[config.mk]
export PLATFORM = sky130hd
export DESIGN_NAME = accel_ctrl_regs
export DESIGN_NICKNAME = d
export VERILOG_FILES = /design/src/rtl/accel_regs_pkg.sv /design/src/rtl/accel_axil_wr_join.sv /design/src/rtl/accel_ctrl_word.sv /design/src/rtl/accel_irq_ctrl.sv /design/src/rtl/accel_cfg_bank.sv /design/src/rtl/accel_ctrl_regs.sv
export SDC_FILE = /design/constraint.sdc
export NUM_CORES = 1
export LEC_CHECK = 0
export ABC_CLOCK_PERIOD_IN_PS = 3100
export BUFFER_PORTS_ARGS = -buffer_cell sky130_fd_sc_hd__buf_2
export CAP_MARGIN = 20
export CORE_AREA = 2 2 146 219
export CTS_CLUSTER_SIZE = 16
export DETAILED_ROUTE_END_ITERATION = 16
export DIE_AREA = 0 0 148 221
export SLEW_MARGIN = 10
export SYNTH_ARGS = -nofsm -noshare
export SYNTH_HDL_FRONTEND = slang
export SYNTH_SLANG_ARGS = --single-unit
[constraint.sdc]
create_clock -name clk -period 3.1 [get_ports clk]
set_clock_uncertainty 0.05 [all_clocks]
set_input_delay 0.31 -clock clk [delete_from_list [all_inputs] [get_ports clk]]
set_output_delay 0.31 -clock clk [all_outputs]
set_load 0.1 [all_outputs]
[src/rtl/accel_regs_pkg.sv]
package accel_regs_pkg;
  localparam logic [7:0] OFS_CTRL = 8'h00;
  localparam logic [7:0] OFS_GIE  = 8'h04;
  localparam logic [7:0] OFS_IEN  = 8'h08;
  localparam logic [7:0] OFS_IST  = 8'h0C;

  localparam int unsigned NUM_CFG = 7;
  localparam int unsigned NUM_SRC = 2;

  // control word bit positions
  localparam int unsigned CB_START = 0;
  localparam int unsigned CB_DONE  = 1;
  localparam int unsigned CB_IDLE  = 2;
  localparam int unsigned CB_READY = 3;
  localparam int unsigned CB_FLUSH = 5;
  localparam int unsigned CB_FLDN  = 6;
  localparam int unsigned CB_AUTO  = 7;

  // configuration register offsets, indexed by slot
  function automatic logic [7:0] cfg_ofs(input int unsigned idx);
    case (idx)
      0: cfg_ofs = 8'h10;
      1: cfg_ofs = 8'h18;
      2: cfg_ofs = 8'h20;
      3: cfg_ofs = 8'h28;
      4: cfg_ofs = 8'h30;
      5: cfg_ofs = 8'h3C;
      6: cfg_ofs = 8'h48;
      default: cfg_ofs = 8'hFC;
    endcase
  endfunction
endpackage

[src/rtl/accel_axil_wr_join.sv]
module accel_axil_wr_join #(
  parameter int unsigned ADDR_W = 8,
  parameter int unsigned DATA_W = 32,
  localparam int unsigned STRB_W = DATA_W / 8
) (
  input  logic              clk,
  input  logic              rst_n,
  input  logic              awvalid,
  output logic              awready,
  input  logic [ADDR_W-1:0] awaddr,
  input  logic              wvalid,
  output logic              wready,
  input  logic [DATA_W-1:0] wdata,
  input  logic [STRB_W-1:0] wstrb,
  output logic              bvalid,
  input  logic              bready,
  output logic              commit,
  output logic [7:0]        c_ofs,
  output logic [DATA_W-1:0] c_data,
  output logic [STRB_W-1:0] c_strb
);
  logic aw_held, w_held, b_pend;

  assign awready = !aw_held;
  assign wready  = !w_held;
  assign bvalid  = b_pend;
  assign commit  = aw_held && w_held && !b_pend;

  always_ff @(posedge clk) begin
    if (!rst_n) begin
      aw_held <= 1'b0;
      w_held  <= 1'b0;
      b_pend  <= 1'b0;
      c_ofs   <= '0;
      c_data  <= '0;
      c_strb  <= '0;
    end else begin
      if (awvalid && !aw_held) begin
        aw_held <= 1'b1;
        c_ofs   <= awaddr[7:0] & 8'hFC;
      end
      if (wvalid && !w_held) begin
        w_held <= 1'b1;
        c_data <= wdata;
        c_strb <= wstrb;
      end
      if (commit) begin
        aw_held <= 1'b0;
        w_held  <= 1'b0;
        b_pend  <= 1'b1;
      end else if (b_pend && bready) begin
        b_pend <= 1'b0;
      end
    end
  end
endmodule

[src/rtl/accel_ctrl_word.sv]
module accel_ctrl_word
  import accel_regs_pkg::*;
#(
  parameter int unsigned DATA_W = 32
) (
  input  logic              clk,
  input  logic              rst_n,
  input  logic              we,
  input  logic              w_start,
  input  logic              w_flush,
  input  logic              w_auto,
  input  logic              rd_clr,
  input  logic              core_done,
  input  logic              core_ready,
  input  logic              core_idle,
  input  logic              flush_done,
  output logic              start_q,
  output logic              done_q,
  output logic              flush_q,
  output logic              auto_q,
  output logic [DATA_W-1:0] word
);
  logic [7:0] bits;

  always_ff @(posedge clk) begin
    if (!rst_n) begin
      start_q <= 1'b0;
      done_q  <= 1'b0;
      flush_q <= 1'b0;
      auto_q  <= 1'b0;
    end else begin
      // set sources win over the handshake clear
      if ((we && w_start) || (auto_q && core_done)) start_q <= 1'b1;
      else if (start_q && core_ready)               start_q <= 1'b0;
      // a completion wins over the read-side clear
      if (core_done)   done_q <= 1'b1;
      else if (rd_clr) done_q <= 1'b0;
      if (we) begin
        flush_q <= w_flush;
        auto_q  <= w_auto;
      end
    end
  end

  always_comb begin
    bits           = '0;
    bits[CB_START] = start_q;
    bits[CB_DONE]  = done_q;
    bits[CB_IDLE]  = core_idle;
    bits[CB_READY] = core_ready;
    bits[CB_FLUSH] = flush_q;
    bits[CB_FLDN]  = flush_done;
    bits[CB_AUTO]  = auto_q;
    word           = DATA_W'(bits);
  end
endmodule

[src/rtl/accel_irq_ctrl.sv]
module accel_irq_ctrl #(
  parameter int unsigned NSRC = 2
) (
  input  logic            clk,
  input  logic            rst_n,
  input  logic            gie_we,
  input  logic            gie_in,
  input  logic            ien_we,
  input  logic [NSRC-1:0] ien_in,
  input  logic            ist_we,
  input  logic [NSRC-1:0] ist_flip,
  input  logic [NSRC-1:0] events,
  output logic            gie_q,
  output logic [NSRC-1:0] ien_q,
  output logic [NSRC-1:0] ist_q,
  output logic            irq
);
  always_ff @(posedge clk) begin
    if (!rst_n) begin
      gie_q <= 1'b0;
      ien_q <= '0;
    end else begin
      if (gie_we) gie_q <= gie_in;
      if (ien_we) ien_q <= ien_in;
    end
  end

  for (genvar i = 0; i < NSRC; i++) begin : g_src
    logic st, ev_d;
    always_ff @(posedge clk) begin
      if (!rst_n) begin
        st   <= 1'b0;
        ev_d <= 1'b0;
      end else begin
        ev_d <= events[i];
        if (events[i] && !ev_d)         st <= 1'b1;
        else if (ist_we && ist_flip[i]) st <= !st;
      end
    end
    assign ist_q[i] = st;
  end

  assign irq = gie_q && |(ien_q & ist_q);
endmodule

[src/rtl/accel_cfg_bank.sv]
module accel_cfg_bank
  import accel_regs_pkg::*;
#(
  parameter int unsigned NUM    = NUM_CFG,
  parameter int unsigned DATA_W = 32,
  localparam int unsigned STRB_W = DATA_W / 8
) (
  input  logic                        clk,
  input  logic                        rst_n,
  input  logic                        we,
  input  logic [7:0]                  w_ofs,
  input  logic [DATA_W-1:0]           w_data,
  input  logic [STRB_W-1:0]           w_strb,
  input  logic [7:0]                  r_ofs,
  output logic                        r_hit,
  output logic [DATA_W-1:0]           r_data,
  output logic [NUM-1:0][DATA_W-1:0]  regs
);
  for (genvar i = 0; i < NUM; i++) begin : g_reg
    localparam logic [7:0] MY_OFS = cfg_ofs(i);
    logic [DATA_W-1:0] q;
    always_ff @(posedge clk) begin
      if (!rst_n) begin
        q <= '0;
      end else if (we && w_ofs == MY_OFS) begin
        for (int b = 0; b < STRB_W; b++)
          if (w_strb[b]) q[b*8 +: 8] <= w_data[b*8 +: 8];
      end
    end
    assign regs[i] = q;
  end

  always_comb begin
    r_hit  = 1'b0;
    r_data = '0;
    for (int i = 0; i < NUM; i++) begin
      if (r_ofs == cfg_ofs(i)) begin
        r_hit  = 1'b1;
        r_data = regs[i];
      end
    end
  end
endmodule

[src/rtl/accel_ctrl_regs.sv]
module accel_ctrl_regs
  import accel_regs_pkg::*;
#(
  parameter int unsigned ADDR_W = 8,
  parameter int unsigned DATA_W = 32,
  localparam int unsigned STRB_W = DATA_W / 8
) (
  input  logic              clk,
  input  logic              rst_n,
  input  logic              awvalid,
  output logic              awready,
  input  logic [ADDR_W-1:0] awaddr,
  input  logic              wvalid,
  output logic              wready,
  input  logic [DATA_W-1:0] wdata,
  input  logic [STRB_W-1:0] wstrb,
  output logic              bvalid,
  input  logic              bready,
  output logic [1:0]        bresp,
  input  logic              arvalid,
  output logic              arready,
  input  logic [ADDR_W-1:0] araddr,
  output logic              rvalid,
  input  logic              rready,
  output logic [DATA_W-1:0] rdata,
  output logic [1:0]        rresp,
  output logic              core_start,
  input  logic              core_done,
  input  logic              core_ready,
  input  logic              core_idle,
  output logic              flush_req,
  input  logic              flush_done,
  output logic              irq,
  output logic [DATA_W-1:0] cfg_width,
  output logic [DATA_W-1:0] cfg_height,
  output logic [DATA_W-1:0] cfg_stride,
  output logic [DATA_W-1:0] cfg_format,
  output logic [DATA_W-1:0] cfg_plane0,
  output logic [DATA_W-1:0] cfg_plane1,
  output logic [DATA_W-1:0] cfg_field
);
  logic              wr_commit;
  logic [7:0]        wr_ofs;
  logic [DATA_W-1:0] wr_data;
  logic [STRB_W-1:0] wr_strb;
  logic              low_byte_we;

  accel_axil_wr_join #(.ADDR_W(ADDR_W), .DATA_W(DATA_W)) u_wjoin (
    .clk(clk), .rst_n(rst_n),
    .awvalid(awvalid), .awready(awready), .awaddr(awaddr),
    .wvalid(wvalid), .wready(wready), .wdata(wdata), .wstrb(wstrb),
    .bvalid(bvalid), .bready(bready),
    .commit(wr_commit), .c_ofs(wr_ofs), .c_data(wr_data), .c_strb(wr_strb)
  );
  assign bresp = 2'b00;
  assign low_byte_we = wr_commit && wr_strb[0];

  // read address side
  logic       rvalid_q;
  logic       ar_hs;
  logic [7:0] ar_ofs;
  assign arready = !rvalid_q;
  assign ar_hs   = arvalid && !rvalid_q;
  assign ar_ofs  = araddr[7:0] & 8'hFC;

  logic              done_bit, auto_bit, start_bit, flush_bit;
  logic [DATA_W-1:0] ctrl_word;

  accel_ctrl_word #(.DATA_W(DATA_W)) u_ctrl (
    .clk(clk), .rst_n(rst_n),
    .we(low_byte_we && wr_ofs == OFS_CTRL),
    .w_start(wr_data[CB_START]), .w_flush(wr_data[CB_FLUSH]), .w_auto(wr_data[CB_AUTO]),
    .rd_clr(ar_hs && ar_ofs == OFS_CTRL),
    .core_done(core_done), .core_ready(core_ready), .core_idle(core_idle),
    .flush_done(flush_done),
    .start_q(start_bit), .done_q(done_bit), .flush_q(flush_bit), .auto_q(auto_bit),
    .word(ctrl_word)
  );
  assign core_start = start_bit;
  assign flush_req  = flush_bit;

  logic               gie_q;
  logic [NUM_SRC-1:0] ien_q, ist_q;

  accel_irq_ctrl #(.NSRC(NUM_SRC)) u_irq (
    .clk(clk), .rst_n(rst_n),
    .gie_we(low_byte_we && wr_ofs == OFS_GIE), .gie_in(wr_data[0]),
    .ien_we(low_byte_we && wr_ofs == OFS_IEN), .ien_in(wr_data[NUM_SRC-1:0]),
    .ist_we(low_byte_we && wr_ofs == OFS_IST), .ist_flip(wr_data[NUM_SRC-1:0]),
    .events({core_ready, core_done}),
    .gie_q(gie_q), .ien_q(ien_q), .ist_q(ist_q), .irq(irq)
  );

  logic                             cfg_hit;
  logic [DATA_W-1:0]                cfg_rd;
  logic [NUM_CFG-1:0][DATA_W-1:0]   cfg_q;

  accel_cfg_bank #(.NUM(NUM_CFG), .DATA_W(DATA_W)) u_cfg (
    .clk(clk), .rst_n(rst_n),
    .we(wr_commit), .w_ofs(wr_ofs), .w_data(wr_data), .w_strb(wr_strb),
    .r_ofs(ar_ofs), .r_hit(cfg_hit), .r_data(cfg_rd), .regs(cfg_q)
  );
  assign cfg_width  = cfg_q[0];
  assign cfg_height = cfg_q[1];
  assign cfg_stride = cfg_q[2];
  assign cfg_format = cfg_q[3];
  assign cfg_plane0 = cfg_q[4];
  assign cfg_plane1 = cfg_q[5];
  assign cfg_field  = cfg_q[6];

  // read data mux and response register
  logic [DATA_W-1:0] rd_val, rdata_q;
  always_comb begin
    case (ar_ofs)
      OFS_CTRL: rd_val = ctrl_word;
      OFS_GIE:  rd_val = DATA_W'(gie_q);
      OFS_IEN:  rd_val = DATA_W'(ien_q);
      OFS_IST:  rd_val = DATA_W'(ist_q);
      default:  rd_val = cfg_hit ? cfg_rd : '0;
    endcase
  end

  always_ff @(posedge clk) begin
    if (!rst_n) begin
      rvalid_q <= 1'b0;
      rdata_q  <= '0;
    end else if (ar_hs) begin
      rvalid_q <= 1'b1;
      rdata_q  <= rd_val;
    end else if (rvalid_q && rready) begin
      rvalid_q <= 1'b0;
    end
  end
  assign rvalid = rvalid_q;
  assign rdata  = rdata_q;
  assign rresp  = 2'b00;
endmodule

==> metrics.cfg, run 1 <==
[sta]
fin_crit_sh_pct = 74.5
tightest_slew_ns = 0.999
fin_setup_tns_ns = 0
fmax_mhz = 433
min_period_ns = 2.31
maxSlewViolCount = 0
hold_viol = 0
slew_headroom_pct = 33.4
rsz0062_at_grt = false
setup-violations-final = 0
setup_slack_ns = 0.791

[drt]
wl_per_cell_um = 21.3
dr_wl_met2_um = 21900
wl_um = 47000
drt-pass1-iter-count = 5
drt_first_iter_violations = 929
drcViolationCount = 0
via_per_inst = 5.73
m1WireLength_um = 19100
vias = 12600
top_layer = met5
wl_met3_um = 3430
antenna_left = 0

[logic_synthesis]
synth-xor-area-share_pct = 0.0688
synth_compound_area_share_pct = 21.0
synth_cells = 1478
ys_warn_count = 0
synth_common_cells = dfxtp_1 (313), nand3_1 (253), o21ai_0 (222)
synth-simple-area-share_pct = 23.2
synth_top_flop_cell = dfxtp_1
netlist-cell-type-count = 61
yosysMostFrequentCell = dfxtp_1
ys_seq_area_share_pct = 49.2
synth_adder_area_share_pct = 0
ys_ff_latch = 313
async_flop_share_pct = 0
synth_area_um2 = 12700
synth_edf_count = 0
synth_top_family_by_area = simple AND/OR/NAND/NOR gates
synth_area_leaders = dfxtp_1 (49%), nand3_1 (9.9%), o21ai_0 (8.7%)
yosys.area.top_type = dfxtp_1
synth.avg_cell_area_um2 = 8.61
synth_top_cell_area_share_pct = 49.2
synthMuxAreaShare_pct = 1.68

[clocking]
cts_setup_buffers = 0
clockBufferDepth = 3
cts_hold_buf = 36
path_clk_slew_ns = 0.07
htreeDepth = 1
insertion_delay_ns = 0.57
root_buffer = clkbuf_16
cts_buffers = 30
cts_num_sinks = 313
cts_tree = done
cts_resized = 0

[power]
cellLeakagePower_nw = 6.49
p_sw_share_pct = 23.9
netSwitchingPower_mw = 2.08
peakVddDrop_mv = 0.512
p_per_area_nw_per_um2 = 539
combPwrFrac_pct = 6.8
intPower_mw = 6.61
clock_power_share_pct = 45.8
seqPwrFrac_pct = 47.4
finalPower_mw = 8.68

[final_layout]
fin_nets = 1840
area_delta_synth_final_pct = 26.7
nFillCells = 3028
fin_area_um2 = 16100
diodes = 0
drive_gt1_share_pct = 24.6
final_util_pct = 52.3

[setup_path]
critPathMaxFanout = 16
required_ns = 3.47
startpoint_type = flip-flop
endpoint_kind = flip-flop
arrival_ns = 2.68
worstSetupPathType = flip-flop to flip-flop

[die]
num_rows = 79
ios = 331
die_y_um = 221
start_util_pct = 41.3
die_w_um = 148
fp.dieArea_um2 = 32700
coreArea_um2 = 30800

[grt]
grt_pass1_vias = 11500
antenna_found_initial = 2
grt_max_degree = 116
overflow = 0
grtUsageTotal_pct = 27.0
grt_first_pass_wirelength_um = 68700

[placement]
port_buffers = 322
dp_hpwl_um = 33000
gp_congestion = 0.893
detailed_place.area_um2 = 14700
pre_cts_ws_ns = 0.583

[flow_run]
drv_cap = 0

[run_status]
outcome = finished, final reports clean

[hold_path]
min_path_type = primary input to flip-flop

critical path: stages (launching register included):
cell	delay [ns]
dfxtp_1	0.43
and4bb_1	0.66
nand4b_1	0.65
nand3_1	0.25
o21ai_0	0.11
worst paths after layout:
path / slack [ns] / end / cells past startpoint / startpoint
setup / recovery: 0.79 / u_cfg.g_reg[2].q[30] / 4 / u_wjoin.w_held
hold / removal: 0.02 / u_wjoin.c_data[9] / 3 / wdata[9]
setup reg to reg: 0.79 / u_cfg.g_reg[2].q[30] / 4 / u_wjoin.w_held
hold reg to reg: 0.40 / u_wjoin.c_data[29] / 2 / u_wjoin.c_data[29]
kinds of logic (layout without fill, tap and decap cells):
logic type             after synthesis  count (layout)
multiplexers                        20              20
XOR/XNOR                             1               1
other                                1               4
AND/OR/NAND/NOR                    551             551
flip-flops                         313             313
AO/OA/AOI/OAI                      443             443
buffers and inverters              149             469
layer usage:
layer  GRT usage (%)  up-vias
li1                -     6063
met3            4.31      121
met5               0        -
met2            44.0      551
met4            13.9        4
met1            34.3     5895
cells in the final DEF (no fill, tap or decap), drive strengths merged, types with 36 or more instances in the layout:
master	netlist	routed
a21oi	65	65
buf	43	368
clkbuf	98	46
dfxtp	313	313
dlygate4sd3	0	36
nand2	134	134
nand3	253	253
nand3b	43	43
o21ai	235	235
layout make-up:
type                            count  area [µm²]  share of cell area [%]
Tap cell                          405         507                    3.14
Clock buffer                       45         918                    5.70
Inverter                            8        30.0                   0.186
Timing Repair Buffer              405        2360                    14.6
Sequential cell                   313        6270                    38.9
Multi-Input combinational cell   1019        5880                    36.5
Clock inverter                     11         161                    1.00
flip-flops by register name (all words and copies together) (netlist names), 2 cells and up:
register and count:
u_wjoin.c_data 32, u_cfg.g.q 224, u_irq.ien_q 2, u_irq.g_src.ev_d 2
u_wjoin.c_strb 4, u_wjoin.c_ofs 6, rdata 32, u_irq.g_src.st 2
through the flow:
stage	std cells	hold WS, ns
after floorplan	1481	0.377
after CTS	2206	0.00231
after detailed placement	2114	0.397
after global placement	2114	0.393
after global routing	2206	0.00502
final	2206	0.0187
power groups by stage:
stage               Combinational, mW  Sequential (mW)  Clock [mW]
floorplan                       0.341             4.23           0
global placement                0.543             4.20           0
detailed placement              0.549             4.21           0
CTS                             0.584             4.12        4.01
global route                    0.626             4.12        4.18
finish                          0.589             4.12        3.98
Note: power is estimated with default switching activity, not from simulation.
==> inputs of run 2 (changes only) <==
ABC_CLOCK_PERIOD_IN_PS = 2200   (was 3100)
clock period = 2.2 ns   (was 3.1 ns; I/O delays follow)
==> metrics.cfg, run 2 (synthesized netlist as in run 1, its figures left out) <==
[placement]
pre_cts_ws_ns = 0.0514
dp_hpwl_um = 33200
dp.cells = 2147
gp_congestion = 0.897
port_buffers = 322

[sta]
slew_headroom_pct = 51.5
fin_crit_sh_pct = 93.4
fmax_mhz = 486
tightest_slew_ns = 0.709
setup_slack_ns = 0.144
min_period_ns = 2.06
maxSlewViolCount = 0
setup-violations-final = 0
rsz0062_at_grt = false
fin_setup_tns_ns = 0
hold_viol = 0
whs_ns = 0.0524

[die]
start_util_pct = 41.3
coreArea_um2 = 30800
num_rows = 79
die_y_um = 221
fp.dieArea_um2 = 32700
die_w_um = 148
ios = 331

[drt]
drt_first_iter_violations = 1111
antenna_left = 0
drt-pass1-iter-count = 5
drcViolationCount = 0
via_per_inst = 5.68
vias = 12800
wl_per_cell_um = 20.9
wl_um = 47200

[power]
netSwitchingPower_mw = 2.89
cellLeakagePower_nw = 6.70
p_per_area_nw_per_um2 = 723
clock_power_share_pct = 43.9
intPower_mw = 9.06
seqPwrFrac_pct = 48.5
combPwrFrac_pct = 7.6
p_sw_share_pct = 24.2
peakVddDrop_mv = 0.627

[setup_path]
required_ns = 2.57
critical_path.top_delay_family = simple AND/OR/NAND/NOR gates
slowest_stage = nand4b_1
arrival_ns = 2.43
cp_cell_sequence = nor4b_4, buf_4, nand4b_1, nand3_1, o21ai_0
critPathMaxFanout = 16
rrSetupSlack_ns = 0.14
critPathMaxStageDelay_ns = 0.55
endpoint_kind = flip-flop
crit_buf_inv = 1
worstSetupPathType = flip-flop to flip-flop
startpoint_type = flip-flop

[grt]
antenna_found_initial = 3
grt_max_degree = 106
grt_first_pass_wirelength_um = 70100
grtUsageTotal_pct = 27.5
overflow = 0
grt_pass1_vias = 11500

[clocking]
cts_resized = 0
cts_tree = done
root_buffer = clkbuf_16
clockBufferDepth = 3
htreeDepth = 1
cts_num_sinks = 313
path_clk_slew_ns = 0.07
cts_buffers = 30
insertion_delay_ns = 0.57

[final_layout]
largest_reg_flops = 224
final_util_pct = 53.5
area_delta_synth_final_pct = 29.7
stdcell_count = 2256
final_cell_mix = buf_2 (321), dfxtp_1 (312), nand3_1 (253), o21ai_0 (222), nand2_1 (132)
fin_nets = 1892
drive_gt1_share_pct = 25.9
mostFrequentLayoutCell = buf_2
max_flop_register = u_cfg.g.q

[hold_path]
min_path_type = primary input to flip-flop

[flow_run]
drv_cap = 0

[run_status]
outcome = finished, final reports clean

run 2: cell types whose count changed in the layout (fill, tap and decap cells not counted), sizes merged:
cell / previous run / this run
bufinv: 4 / 2
diode: 0 / 1
buf: 368 / 407
dlygate4sd3: 36 / 49
clkbuf: 46 / 45
run 2: final timing paths:
path | from | cells after the start | end
max | u_wjoin.c_ofs[4] | 5 | u_cfg.g_reg[1].q[23]
min | flush_done | 4 | rdata[6]
max reg2reg | u_wjoin.c_ofs[4] | 5 | u_cfg.g_reg[1].q[23]
min reg2reg | u_wjoin.c_data[2] | 2 | u_wjoin.c_data[2]
run 2: metal layers:
| layer | share of wire [%] | global-route usage (%) | routed length [µm] | up-vias |
|---|---|---|---|---|
| li1 | - | - | - | 6144 |
| met1 | 40 | 35.6 | 19100 | 6003 |
| met2 | 48 | 46.3 | 22800 | 556 |
| met3 | 7.3 | 3.84 | 3460 | 98 |
| met4 | 3.7 | 10.5 | 1770 | 2 |
| met5 | 0.023 | 0 | 11 | - |
run 2: worst min-delay path, delay by kind of cell:
kind | cells | cell delay, ns
AO/OA/AOI/OAI | 3 | 0.32
buffers and inverters | 1 | 0.10
run 2: power groups by stage:
stage	clock [mW]	sequential, mW	combinational (mW)
6_report	5.24	5.80	0.907
3_3_place_gp	0	5.92	0.825
3_5_place_dp	0	5.92	0.830
4_1_cts	5.32	5.79	0.896
2_1_floorplan	0	5.96	0.481
5_1_grt	5.54	5.80	0.967
run 2: layout make-up:
cell class	count	area (µm²)
antenna	1	2.50
clock buffer	44	895
clock inverter	9	97.6
fill	2938	14300
inverter	8	30.0
multi-input combinational	1019	5880
sequential	313	6270
tap	405	507
timing repair buffer	457	2830
run 2: metrics by stage:
| stage | cell area [µm²] | power (mW) |
|---|---|---|
| 6_report | 16500 | 11.9 |
| 2_1_floorplan | 12700 | 6.44 |
| 3_3_place_gp | 15000 | 6.74 |
| 4_1_cts | 16500 | 12.0 |
| 5_1_grt | 16500 | 12.3 |
| 3_5_place_dp | 15000 | 6.75 |
run 2: repair_timing:
item | 4_1_cts | 5_1_grt
hold endpoints to repair | 52 | 0
endpoints found under the setup margin | 0 | 41
hold buffers | 49 | 0
setup buffers | 0 | 6
==> inputs of run 3 (changes only) <==
RECOVER_POWER = 50   (was default)
==> metrics.cfg, run 3 (synthesized netlist as in run 1, its figures left out) <==
[drt]
drt_first_iter_violations = 1135
via_per_inst = 5.69
vias = 12800
antenna_left = 0
wl_um = 47200
drt-pass1-iter-count = 6
drcViolationCount = 0
wl_per_cell_um = 20.9

[power]
p_sw_share_pct = 24.2
p_per_area_nw_per_um2 = 724
netSwitchingPower_mw = 2.89
cellLeakagePower_nw = 6.49
intPower_mw = 9.05
combPwrFrac_pct = 7.6
clock_power_share_pct = 43.9
seqPwrFrac_pct = 48.5
peakVddDrop_mv = 0.629

[die]
fp.dieArea_um2 = 32700
coreArea_um2 = 30800
num_rows = 79
ios = 331
die_w_um = 148
start_util_pct = 41.3
die_y_um = 221

[final_layout]
final_util_pct = 53.5
area_delta_synth_final_pct = 29.5
seqCellArea_um2 = 6270
nFillCells = 2942
fin_area_um2 = 16500
drive_gt1_share_pct = 25.6
final_cell_mix = dfxtp_1 (312), nand3_1 (253), o21ai_0 (224), clkbuf_2 (213), nand2_1 (132)
max_flop_register = u_cfg.g.q
multi_input_area_um2 = 5880
largest_reg_flops = 224
fin_nets = 1892
mostFrequentLayoutCell = dfxtp_1

[sta]
setup-violations-final = 0
rsz0062_at_grt = false
setup_slack_ns = 0.116
slew_headroom_pct = 26.1
fin_crit_sh_pct = 94.7
min_period_ns = 2.08
fmax_mhz = 480
fin_setup_tns_ns = 0
hold_viol = 0
maxSlewViolCount = 0
tightest_slew_ns = 1.11

[grt]
grt_first_pass_wirelength_um = 70100
antenna_found_initial = 3
overflow = 0
grt_pass1_vias = 11500
grt_max_degree = 106
grtUsageTotal_pct = 27.5

[clocking]
clockBufferDepth = 3
cts_num_sinks = 313
root_buffer = clkbuf_16
cts_resized = 0
path_clk_slew_ns = 0.07
insertion_delay_ns = 0.57
cts_buffers = 30
htreeDepth = 1
cts_tree = done

[setup_path]
rr_worst_depth = 5
critPathMaxFanout = 16
critPathMaxStageDelay_ns = 0.56
r2r_end = u_cfg.g_reg[1].q[23]
critical_path.top_delay_family = simple AND/OR/NAND/NOR gates
rrSetupSlack_ns = 0.12
crit_buf_inv = 1
r2r_start = u_wjoin.c_ofs[4]
arrival_ns = 2.46
cp_cell_sequence = nor4b_4, buf_4, nand4b_1, nand3_1, o21ai_0
endpoint_kind = flip-flop
slowest_stage = nand4b_1
startpoint_type = flip-flop
required_ns = 2.57
worstSetupPathType = flip-flop to flip-flop

[hold_path]
whs_path_depth = 4
whs_endpoint = rdata[6]
min_path_type = primary input to flip-flop
min_from = flush_done

[placement]
detailed_place.area_um2 = 15000
pre_cts_ws_ns = 0.0514
port_buffers = 322
dp_hpwl_um = 33200
gp_congestion = 0.897

[run_status]
outcome = finished, final reports clean

[flow_run]
drv_cap = 0

-- run 3: repair_timing --
item | in CTS | in global routing
hold buffers | 49 | 0
hold endpoints to repair | 52 | 0
endpoints found under the setup margin | 0 | 41
buffers inserted | 0 | 6
-- run 3: worst max path at each step --
stage	startpoint	to	cells past startpoint
2_1_floorplan	rvalid	rdata[5]	6
3_3_place_gp	u_wjoin.w_held	u_cfg.g_reg[0].q[16]	4
3_5_place_dp	u_wjoin.w_held	u_cfg.g_reg[0].q[13]	4
4_1_cts	u_wjoin.w_held	u_cfg.g_reg[0].q[13]	4
5_1_grt	u_wjoin.c_ofs[4]	u_cfg.g_reg[1].q[29]	5
6_report	u_wjoin.c_ofs[4]	u_cfg.g_reg[1].q[23]	5
-- run 3: power groups by stage --
stage          Combinational (mW)  Clock, mW  Sequential [mW]
6_report                    0.905       5.24             5.80
5_1_grt                     0.963       5.54             5.80
4_1_cts                     0.896       5.32             5.79
3_5_place_dp                0.830          0             5.92
3_3_place_gp                0.825          0             5.92
2_1_floorplan               0.481          0             5.96
-- run 3: worst register-to-register path: cells and delay by family (launching register included) --
| kind | cells | cell delay [ns] |
|---|---|---|
| buffers and inverters | 1 | 0.21 |
| flip-flops | 1 | 0.49 |
| AO/OA/AOI/OAI | 1 | 0.11 |
| AND/OR/NAND/NOR | 3 | 1.08 |
-- run 3: area by class of cell --
type                       count  share of cell area [%]
sequential                   313                    38.0
multi-input combinational   1019                    35.7
timing repair buffer         457                    17.0
clock buffer                  44                    5.43
tap                          405                    3.07
clock inverter                 9                   0.592
inverter                       8                   0.182
antenna                        1                  0.0152
-- run 3: per-stage QoR --
stage               instances  power [mW]  hold slack, ns
floorplan                1481        6.44           0.287
global placement         2147        6.74           0.394
detailed placement       2147        6.75           0.397
CTS                      2249        12.0          0.0357
global route             2256        12.3          0.0670
finish                   2256        11.9          0.0500
-- run 3: layer usage --
metal  track usage [%]  part of all wire [%]
met3              3.84                   6.3
met5                 0                 0.028
met2              46.3                    48
met4              10.5                   3.7
met1              35.6                    42
